### config.mk
export PLATFORM = sky130hd
export DESIGN_NAME = cfg_spi_port
export DESIGN_NICKNAME = d
export VERILOG_FILES = /design/src/rtl/cfg_spi_pkg.sv /design/src/rtl/cfg_spi_sync.sv /design/src/rtl/cfg_spi_frame.sv /design/src/rtl/cfg_spi_regs.sv /design/src/rtl/cfg_spi_port.sv
export SDC_FILE = /design/constraint.sdc
export NUM_CORES = 1
export LEC_CHECK = 0
export ABC_AREA = 1
export BUFFER_PORTS_ARGS = -buffer_cell sky130_fd_sc_hd__buf_2
export CAP_MARGIN = 30
export CORE_UTILIZATION = 62
export CTS_BUF_LIST = sky130_fd_sc_hd__clkbuf_4 sky130_fd_sc_hd__clkbuf_8 sky130_fd_sc_hd__clkbuf_16
export DETAILED_ROUTE_END_ITERATION = 8
export MAX_ROUTING_LAYER = met4
export PLACE_DENSITY_LB_ADDON = 0.15
export SYNTH_ARGS = -nofsm -noshare
export SYNTH_HDL_FRONTEND = slang
export SYNTH_SLANG_ARGS = --single-unit
### constraint.sdc
create_clock -name clk -period 6.1 [get_ports clk]
set_input_delay 0.61 -clock clk [delete_from_list [all_inputs] [get_ports clk]]
set_output_delay 0.61 -clock clk [all_outputs]
set_load 0.01 [all_outputs]
### src/rtl/cfg_spi_pkg.sv
package cfg_spi_pkg;

    localparam int CMD_W   = 16;
    localparam int ADDR_W  = CMD_W - 3;
    localparam int BYTE_W  = 8;

    typedef enum logic [2:0] {
        ST_IDLE,
        ST_INSTR,
        ST_DATA,
        ST_STALL,
        ST_DONE
    } frame_state_t;

endpackage

### src/rtl/cfg_spi_sync.sv
module cfg_spi_sync #(
    parameter int STAGES = 2
) (
    input  logic clk,
    input  logic rst_n,
    input  logic sck_i,
    input  logic csn_i,
    input  logic sdio_i,
    output logic sck_rise,
    output logic sck_fall,
    output logic csn_s,
    output logic csn_fell,
    output logic sdio_s
);

    logic [STAGES-1:0] sck_p;
    logic [STAGES-1:0] csn_p;
    logic [STAGES-1:0] dat_p;
    logic              sck_q;
    logic              csn_q;

    generate
        if (STAGES == 1) begin : g_one
            always_ff @(posedge clk or negedge rst_n) begin
                if (!rst_n) begin
                    sck_p <= '0;
                    csn_p <= '1;
                    dat_p <= '0;
                end else begin
                    sck_p <= sck_i;
                    csn_p <= csn_i;
                    dat_p <= sdio_i;
                end
            end
        end else begin : g_chain
            always_ff @(posedge clk or negedge rst_n) begin
                if (!rst_n) begin
                    sck_p <= '0;
                    csn_p <= '1;
                    dat_p <= '0;
                end else begin
                    sck_p <= {sck_p[STAGES-2:0], sck_i};
                    csn_p <= {csn_p[STAGES-2:0], csn_i};
                    dat_p <= {dat_p[STAGES-2:0], sdio_i};
                end
            end
        end
    endgenerate

    always_ff @(posedge clk or negedge rst_n) begin
        if (!rst_n) begin
            sck_q <= 1'b0;
            csn_q <= 1'b1;
        end else begin
            sck_q <= sck_p[STAGES-1];
            csn_q <= csn_p[STAGES-1];
        end
    end

    assign sck_rise = sck_p[STAGES-1] & ~sck_q;
    assign sck_fall = ~sck_p[STAGES-1] & sck_q;
    assign csn_s    = csn_p[STAGES-1];
    assign csn_fell = ~csn_p[STAGES-1] & csn_q;
    assign sdio_s   = dat_p[STAGES-1];

endmodule

### src/rtl/cfg_spi_frame.sv
module cfg_spi_frame
    import cfg_spi_pkg::*;
(
    input  logic              clk,
    input  logic              rst_n,
    input  logic              sck_rise,
    input  logic              sck_fall,
    input  logic              csn_s,
    input  logic              csn_fell,
    input  logic              sdio_s,
    input  logic              cfg_lsb,
    input  logic [BYTE_W-1:0] rd_data,
    output logic [ADDR_W-1:0] rd_addr,
    output logic              wr_en,
    output logic [ADDR_W-1:0] wr_addr,
    output logic [BYTE_W-1:0] wr_data,
    output logic              drive,
    output logic              sdio_bit
);

    localparam logic [3:0] CMD_LAST  = 4'(CMD_W - 1);
    localparam logic [3:0] BYTE_LAST = 4'(BYTE_W - 1);

    frame_state_t      state_q, state_d;
    logic [3:0]        cnt_q;
    logic              lsb_q;
    logic              rd_q;
    logic              stream_q;
    logic [1:0]        rem_q;
    logic [ADDR_W-1:0] addr_q;
    logic [CMD_W-1:0]  sh_q;
    logic [CMD_W-1:0]  sh_next;
    logic              drive_q;
    logic              out_q;

    logic              bit_in;
    logic              cmd_end;
    logic              byte_end;
    logic              last_byte;
    logic              present;
    logic [2:0]        bit_idx;

    assign bit_in    = sck_rise & ~csn_s;
    assign cmd_end   = (state_q == ST_INSTR) && bit_in && (cnt_q == CMD_LAST);
    assign byte_end  = (state_q == ST_DATA) && bit_in && (cnt_q == BYTE_LAST);
    assign last_byte = ~stream_q && (rem_q == 2'd0);
    assign sh_next   = lsb_q ? {sdio_s, sh_q[CMD_W-1:1]} : {sh_q[CMD_W-2:0], sdio_s};
    assign bit_idx   = lsb_q ? cnt_q[2:0] : (3'd7 - cnt_q[2:0]);
    assign present   = rd_q && (((state_q == ST_DATA) && sck_fall && ~csn_s) ||
                                ((state_q == ST_STALL) && csn_fell));

    // next-state logic
    always_comb begin
        state_d = state_q;
        unique case (state_q)
            ST_IDLE:  if (csn_fell) state_d = ST_INSTR;
            ST_INSTR: begin
                if (csn_s)        state_d = ST_IDLE;
                else if (cmd_end) state_d = ST_DATA;
            end
            ST_DATA: begin
                if (csn_s)
                    state_d = ((cnt_q == 4'd0) && ~stream_q) ? ST_STALL : ST_IDLE;
                else if (byte_end && last_byte)
                    state_d = ST_DONE;
            end
            ST_STALL: if (csn_fell) state_d = ST_DATA;
            ST_DONE:  if (csn_s)    state_d = ST_IDLE;
            default:  state_d = ST_IDLE;
        endcase
    end

    // state register
    always_ff @(posedge clk or negedge rst_n) begin
        if (!rst_n) state_q <= ST_IDLE;
        else        state_q <= state_d;
    end

    // frame datapath: bit count, shifter, address, byte budget
    always_ff @(posedge clk or negedge rst_n) begin
        if (!rst_n) begin
            cnt_q    <= '0;
            lsb_q    <= 1'b0;
            rd_q     <= 1'b0;
            stream_q <= 1'b0;
            rem_q    <= '0;
            addr_q   <= '0;
            sh_q     <= '0;
        end else begin
            if (state_q == ST_IDLE && csn_fell) begin
                lsb_q <= cfg_lsb;
                cnt_q <= '0;
                rd_q  <= 1'b0;
            end else if (state_q == ST_INSTR && bit_in) begin
                sh_q <= sh_next;
                if (cmd_end) begin
                    cnt_q    <= '0;
                    rd_q     <= sh_next[CMD_W-1];
                    rem_q    <= sh_next[CMD_W-2:CMD_W-3];
                    stream_q <= (sh_next[CMD_W-2:CMD_W-3] == 2'b11);
                    addr_q   <= sh_next[ADDR_W-1:0];
                end else begin
                    cnt_q <= cnt_q + 4'd1;
                end
            end else if (state_q == ST_DATA && bit_in) begin
                sh_q <= sh_next;
                if (byte_end) begin
                    cnt_q  <= '0;
                    rem_q  <= rem_q - 2'd1;
                    addr_q <= lsb_q ? addr_q + 1'b1 : addr_q - 1'b1;
                end else begin
                    cnt_q <= cnt_q + 4'd1;
                end
            end else if (state_q == ST_INSTR && csn_s) begin
                cnt_q <= '0;
            end else if (state_q == ST_DATA && csn_s && cnt_q != 4'd0) begin
                cnt_q <= '0;
            end
        end
    end

    // line driver outputs
    always_ff @(posedge clk or negedge rst_n) begin
        if (!rst_n) begin
            drive_q <= 1'b0;
            out_q   <= 1'b0;
        end else if (csn_s || (byte_end && last_byte) ||
                     state_q == ST_IDLE || state_q == ST_INSTR) begin
            drive_q <= 1'b0;
        end else if (present) begin
            drive_q <= 1'b1;
            out_q   <= rd_data[bit_idx];
        end
    end

    assign rd_addr  = addr_q;
    assign wr_en    = byte_end & ~rd_q;
    assign wr_addr  = addr_q;
    assign wr_data  = lsb_q ? sh_next[CMD_W-1:CMD_W-BYTE_W] : sh_next[BYTE_W-1:0];
    assign drive    = drive_q;
    assign sdio_bit = out_q;

    // a deselected frame never keeps the line driven
    a_r11_release_when_deselected: assert property (@(posedge clk) disable iff (!rst_n)
        (csn_s && $past(csn_s)) |-> !drive_q);

    // once the counted bytes are done the line is released
    a_r13_done_is_quiet: assert property (@(posedge clk) disable iff (!rst_n)
        (state_q == ST_DONE) |-> !drive_q);

    // every completed byte moves the address by exactly one
    a_r7_address_step: assert property (@(posedge clk) disable iff (!rst_n)
        byte_end |=> (addr_q == ($past(lsb_q) ? $past(addr_q) + 1'b1 : $past(addr_q) - 1'b1)));

    // a stalled frame keeps its address and byte budget
    a_r9_stall_holds_context: assert property (@(posedge clk) disable iff (!rst_n)
        (state_q == ST_STALL && !csn_fell) |=> ($stable(addr_q) && $stable(rem_q)));

endmodule

### src/rtl/cfg_spi_regs.sv
module cfg_spi_regs
    import cfg_spi_pkg::*;
#(
    parameter int NUM_REGS = 16,
    parameter int CFG_ADDR = 0,
    parameter int LSB_BIT  = 0
) (
    input  logic              clk,
    input  logic              rst_n,
    input  logic              wr_en,
    input  logic [ADDR_W-1:0] wr_addr,
    input  logic [BYTE_W-1:0] wr_data,
    input  logic [ADDR_W-1:0] rd_addr,
    output logic [BYTE_W-1:0] rd_data,
    output logic              cfg_lsb
);

    localparam int IDX_W = (NUM_REGS > 1) ? $clog2(NUM_REGS) : 1;

    function automatic logic [BYTE_W-1:0] reset_val(input int k);
        return (k == CFG_ADDR) ? '0 : BYTE_W'(k * 17);
    endfunction

    logic [NUM_REGS-1:0][BYTE_W-1:0] regs;

    generate
        for (genvar k = 0; k < NUM_REGS; k++) begin : g_reg
            logic [BYTE_W-1:0] q;
            always_ff @(posedge clk or negedge rst_n) begin
                if (!rst_n)
                    q <= reset_val(k);
                else if (wr_en && wr_addr == ADDR_W'(k))
                    q <= wr_data;
            end
            assign regs[k] = q;
        end
    endgenerate

    assign rd_data = (rd_addr < ADDR_W'(NUM_REGS)) ? regs[rd_addr[IDX_W-1:0]] : '0;
    assign cfg_lsb = regs[CFG_ADDR][LSB_BIT];

    // a write outside the map leaves every register untouched
    a_r12_unmapped_write_ignored: assert property (@(posedge clk) disable iff (!rst_n)
        (wr_en && wr_addr >= ADDR_W'(NUM_REGS)) |=> (regs == $past(regs)));

endmodule

### src/rtl/cfg_spi_port.sv
module cfg_spi_port
    import cfg_spi_pkg::*;
#(
    parameter int NUM_REGS    = 16,
    parameter int SYNC_STAGES = 2,
    parameter int CFG_ADDR    = 0,
    parameter int LSB_BIT     = 0
) (
    input  logic clk,
    input  logic rst_n,
    input  logic sck_i,
    input  logic csn_i,
    input  logic sdio_i,
    output logic sdio_o,
    output logic sdio_oe
);

    logic              sck_rise, sck_fall, csn_s, csn_fell, sdio_s;
    logic              cfg_lsb, wr_en, drive, sdio_bit;
    logic [ADDR_W-1:0] rd_addr, wr_addr;
    logic [BYTE_W-1:0] rd_data, wr_data;

    cfg_spi_sync #(.STAGES(SYNC_STAGES)) u_sync (
        .clk      (clk),
        .rst_n    (rst_n),
        .sck_i    (sck_i),
        .csn_i    (csn_i),
        .sdio_i   (sdio_i),
        .sck_rise (sck_rise),
        .sck_fall (sck_fall),
        .csn_s    (csn_s),
        .csn_fell (csn_fell),
        .sdio_s   (sdio_s)
    );

    cfg_spi_frame u_frame (
        .clk      (clk),
        .rst_n    (rst_n),
        .sck_rise (sck_rise),
        .sck_fall (sck_fall),
        .csn_s    (csn_s),
        .csn_fell (csn_fell),
        .sdio_s   (sdio_s),
        .cfg_lsb  (cfg_lsb),
        .rd_data  (rd_data),
        .rd_addr  (rd_addr),
        .wr_en    (wr_en),
        .wr_addr  (wr_addr),
        .wr_data  (wr_data),
        .drive    (drive),
        .sdio_bit (sdio_bit)
    );

    cfg_spi_regs #(
        .NUM_REGS (NUM_REGS),
        .CFG_ADDR (CFG_ADDR),
        .LSB_BIT  (LSB_BIT)
    ) u_regs (
        .clk     (clk),
        .rst_n   (rst_n),
        .wr_en   (wr_en),
        .wr_addr (wr_addr),
        .wr_data (wr_data),
        .rd_addr (rd_addr),
        .rd_data (rd_data),
        .cfg_lsb (cfg_lsb)
    );

    // the pad enable drops as soon as the select pin rises
    assign sdio_oe = drive & ~csn_i;
    assign sdio_o  = sdio_bit;

endmodule

==> impl_metrics.env <==
export IMPL_synth_common_cells="nand2_1 (412), o21ai_1 (128), dfrtp_1 (112)"
export IMPL_synthAdderAreaFrac_pct=1.07
export IMPL_cts_setup_buffers=0
export IMPL_drt_total_wl_um=22500
export IMPL_final_antenna_net_count=0
export IMPL_die_h_um=125
export IMPL_ys_seq_area_share_pct=49.0
export IMPL_drive_gt1_share_pct=16.4
export IMPL_num_vias=7652
export IMPL_vdd_drop_max_mv=0.264
export IMPL_area_delta_synth_final_pct=6.27
export IMPL_hold_path_class="primary input to asynchronous set/reset pin"
export IMPL_vias_per_cell=5.77
export IMPL_finalNetCount=1143
export IMPL_drtIter0Drc=717
export IMPL_cts_buffers=17
export IMPL_startpoint_type="flop"
export IMPL_drc_errors=0
export IMPL_leakage_nw=4.17
export IMPL_antenna_found_initial=0
export IMPL_final_setup_viol_count=0
export IMPL_synth_compound_area_share_pct=13.9
export IMPL_h_tree_depth=4
export IMPL_antenna_cells=0
export IMPL_rsz0062_at_grt="no"
export IMPL_synth_cells=1158
export IMPL_synth_xor_xnor_area_share_pct=0.846
export IMPL_clock_latency_ns=0.44
export IMPL_final_setup_tns_ns=0
export IMPL_synth_distinct_cells=43
export IMPL_p_total_mw=2.82
export IMPL_cts_sinks=179
export IMPL_cts_root_buffer="clkbuf_16"
export IMPL_hold_viol=0
export IMPL_min_period_ns=2.72
export IMPL_yosysMostFrequentCell="nand2_1"
export IMPL_synthSimpleGateAreaFrac_pct=28.3
export IMPL_synth_area_leaders="dfrtp_1 (30%), dfstp_2 (19%), nand2_1 (17%), o21ai_1 (6.9%), nand3_1 (4.2%)"
export IMPL_place_gp_congestion=0.934
export IMPL_grt_pass1_vias=7260
export IMPL_end_kind="flop"
export IMPL_placed_area_um2=9300
export IMPL_synth_top_area_share_pct=30.1
export IMPL_rows=44
export IMPL_dieArea_um2=15500
export IMPL_clkTransAtPathRegs_ns=0.06
export IMPL_synth_main_ff_cell="dfrtp_1"
export IMPL_ios=7
export IMPL_synth_top_family_by_area="simple AND/OR/NAND/NOR gates"
export IMPL_synth_avg_cell_area_um2=8.05
export IMPL_arrival_ns=3.05
export IMPL_fillers=1203
export IMPL_period_share_pct=44.6
export IMPL_max_slew_margin_pct=30.7
export IMPL_hold_buffers=0
export IMPL_port_buffers=6
export IMPL_finalMaxSlewViolations=0
export IMPL_syn_area_um2=9320
export IMPL_die_w_um=125
export IMPL_track_usage_pct=31.5
export IMPL_tightest_slew_ns=1.04
export IMPL_muxShareOfSynthArea_pct=0.107
export IMPL_final_cell_area_um2=9900
export IMPL_clk_path_buf_depth=2
export IMPL_cts_tree="yes"
export IMPL_clock_skew_ns=0.00984
export IMPL_ctsResizeCount=0
export IMPL_critical_path_max_fanout=16
export IMPL_ys_async_sr_fraction_pct=100
export IMPL_grt_overflow=0
export IMPL_maxCapViolCount=0
export IMPL_synth_edff_count=0
export IMPL_dr_pass1_iters=5
export IMPL_hpwl_um=14200
export IMPL_outcome="finished, final reports clean"
export IMPL_core_um2=14600
export IMPL_yosys_area_top_type="dfrtp_1"
export IMPL_start_util_pct=63.9
export IMPL_post_drt_wl_per_cell_um=16.9
export IMPL_power_density_nw_per_um2=285
export IMPL_critPathKind="flop to flop"
export IMPL_grt_max_degree=90
export IMPL_syn_num_nets=1171
export IMPL_ys_ff_latch=179
export IMPL_required_ns=6.43
export IMPL_grt_pass1_wl_um=37000
export IMPL_fmax_mhz=368
export IMPL_synth_warnings=0
-- stage by stage --
| stage | worst slack [ns] | hold WS [ns] | cells | utilization (%) |
|---|---|---|---|---|
| after detailed placement | 3.44 | 0.337 | 1295 | 63.8 |
| after CTS | 3.44 | 0.262 | 1327 | 67.9 |
| after global routing | 3.16 | 0.260 | 1327 | 67.9 |
| after global placement | 3.49 | 0.332 | 1293 | 63.6 |
| after floorplan | 4.02 | 0.314 | 1158 | - |
| final | 3.38 | 0.234 | 1327 | 67.9 |
-- power breakdown --
part	internal, mW	total, mW	switching (mW)	leakage, nW
Sequential	1.24	1.29	0.0433	2.23
Combinational	0.110	0.421	0.311	1.65
Clock	0.632	1.11	0.481	0.295
Total	1.98	2.82	0.836	4.17
-- state kept, by name, indices dropped and copies added (netlist names) --
register          flops
u_regs.g.q          128
u_frame.sh_q         16
u_frame.rd_addr      13
u_frame.cnt_q         4
u_frame.state_q       3
u_frame.rem_q         2
u_sync.csn_p          2
u_sync.dat_p          2
u_sync.sck_p          2
u_frame.drive         1
u_frame.lsb_q         1
u_frame.rd_q          1
u_frame.sdio_bit      1
u_frame.stream_q      1
u_sync.csn_q          1
u_sync.sck_q          1
-- layout by cell type (no fill, tap or decap), types with 2 or more instances in the layout --
master / netlist / routed
o22ai_1: 2 / 2
clkbuf_8: 0 / 2
bufinv_16: 0 / 2
nor2_4: 4 / 4
nor3_2: 3 / 3
buf_8: 0 / 2
nand2_2: 12 / 12
o21ai_1: 128 / 128
buf_2: 21 / 5
clkbuf_16: 0 / 17
ha_1: 8 / 8
o21ai_2: 16 / 16
nor2_2: 5 / 6
clkinv_4: 0 / 3
nand3_1: 78 / 78
xor2_1: 8 / 8
inv_2: 17 / 17
dfstp_2: 67 / 67
and2_1: 0 / 3
buf_4: 5 / 11
nor4_4: 9 / 9
o21ai_0: 39 / 39
nor4_1: 7 / 7
inv_6: 0 / 5
clkinv_2: 0 / 2
nand2_1: 412 / 412
a21oi_1: 34 / 34
a31oi_1: 5 / 5
nand3_2: 2 / 2
nor2_1: 51 / 50
o211ai_1: 3 / 3
a22oi_1: 4 / 4
dfrtp_1: 112 / 111
nand4_1: 6 / 6
inv_1: 45 / 45
o31ai_1: 2 / 2
-- metal layers --
metal / up-vias / wire, um / GRT usage (%)
met5: - / 0 / -
met4: 0 / 450 / 11.1
met3: 41 / 1180 / 4.98
met2: 237 / 10900 / 49.6
met1: 3638 / 9900 / 41.8
li1: 3736 / - / -
-- worst paths after layout --
check | from | end | depth (start not counted) | slack, ns
max | u_frame.state_q[1] | u_frame.rd_addr[8] | 9 | 3.38
max in group asynchronous | rst_n | u_frame.rd_addr[0] | 2 | 4.72
min reg2reg | u_sync.dat_p[0] | u_sync.dat_p[1] | 0 | 0.35
min | rst_n | u_regs.g_reg[9].q[1] | 1 | 0.23
min in group clk | sdio_i | u_sync.dat_p[0] | 1 | 0.27
max reg2reg | u_frame.state_q[1] | u_frame.rd_addr[8] | 9 | 3.38
-- critical path, stage by stage (launching register included) --
cell	delay, ns
dfrtp_1	0.40
nor2_1	0.14
nand2_1	0.12
nor2_2	0.44
nand3_1	0.24
nand2_1	0.50
inv_2	0.25
a21oi_1	0.24
mux2i_1	0.21
inv_1	0.05
-- cell families (layout without fill, tap and decap cells) --
kind of cell	after synthesis	after routing
DFF	179	179
adders and majority gates	8	8
and+or+nand+nor	595	595
muxes	1	1
buffers and inverters	129	114
xor gates and xnor gates	9	9
AOI/OAI and AO/OA	237	237
-- layout make-up --
| cell class | instances | area, um2 | area share, % |
|---|---|---|---|
| Clock buffer | 19 | 453 | 4.57 |
| Clock inverter | 13 | 148 | 1.49 |
| Inverter | 63 | 236 | 2.39 |
| Multi-Input combinational cell | 850 | 4120 | 41.6 |
| Sequential cell | 179 | 4560 | 46.1 |
| Timing Repair Buffer | 19 | 149 | 1.50 |
| Tap cell | 184 | 230 | 2.32 |
Power figures use the tool's default switching activity.
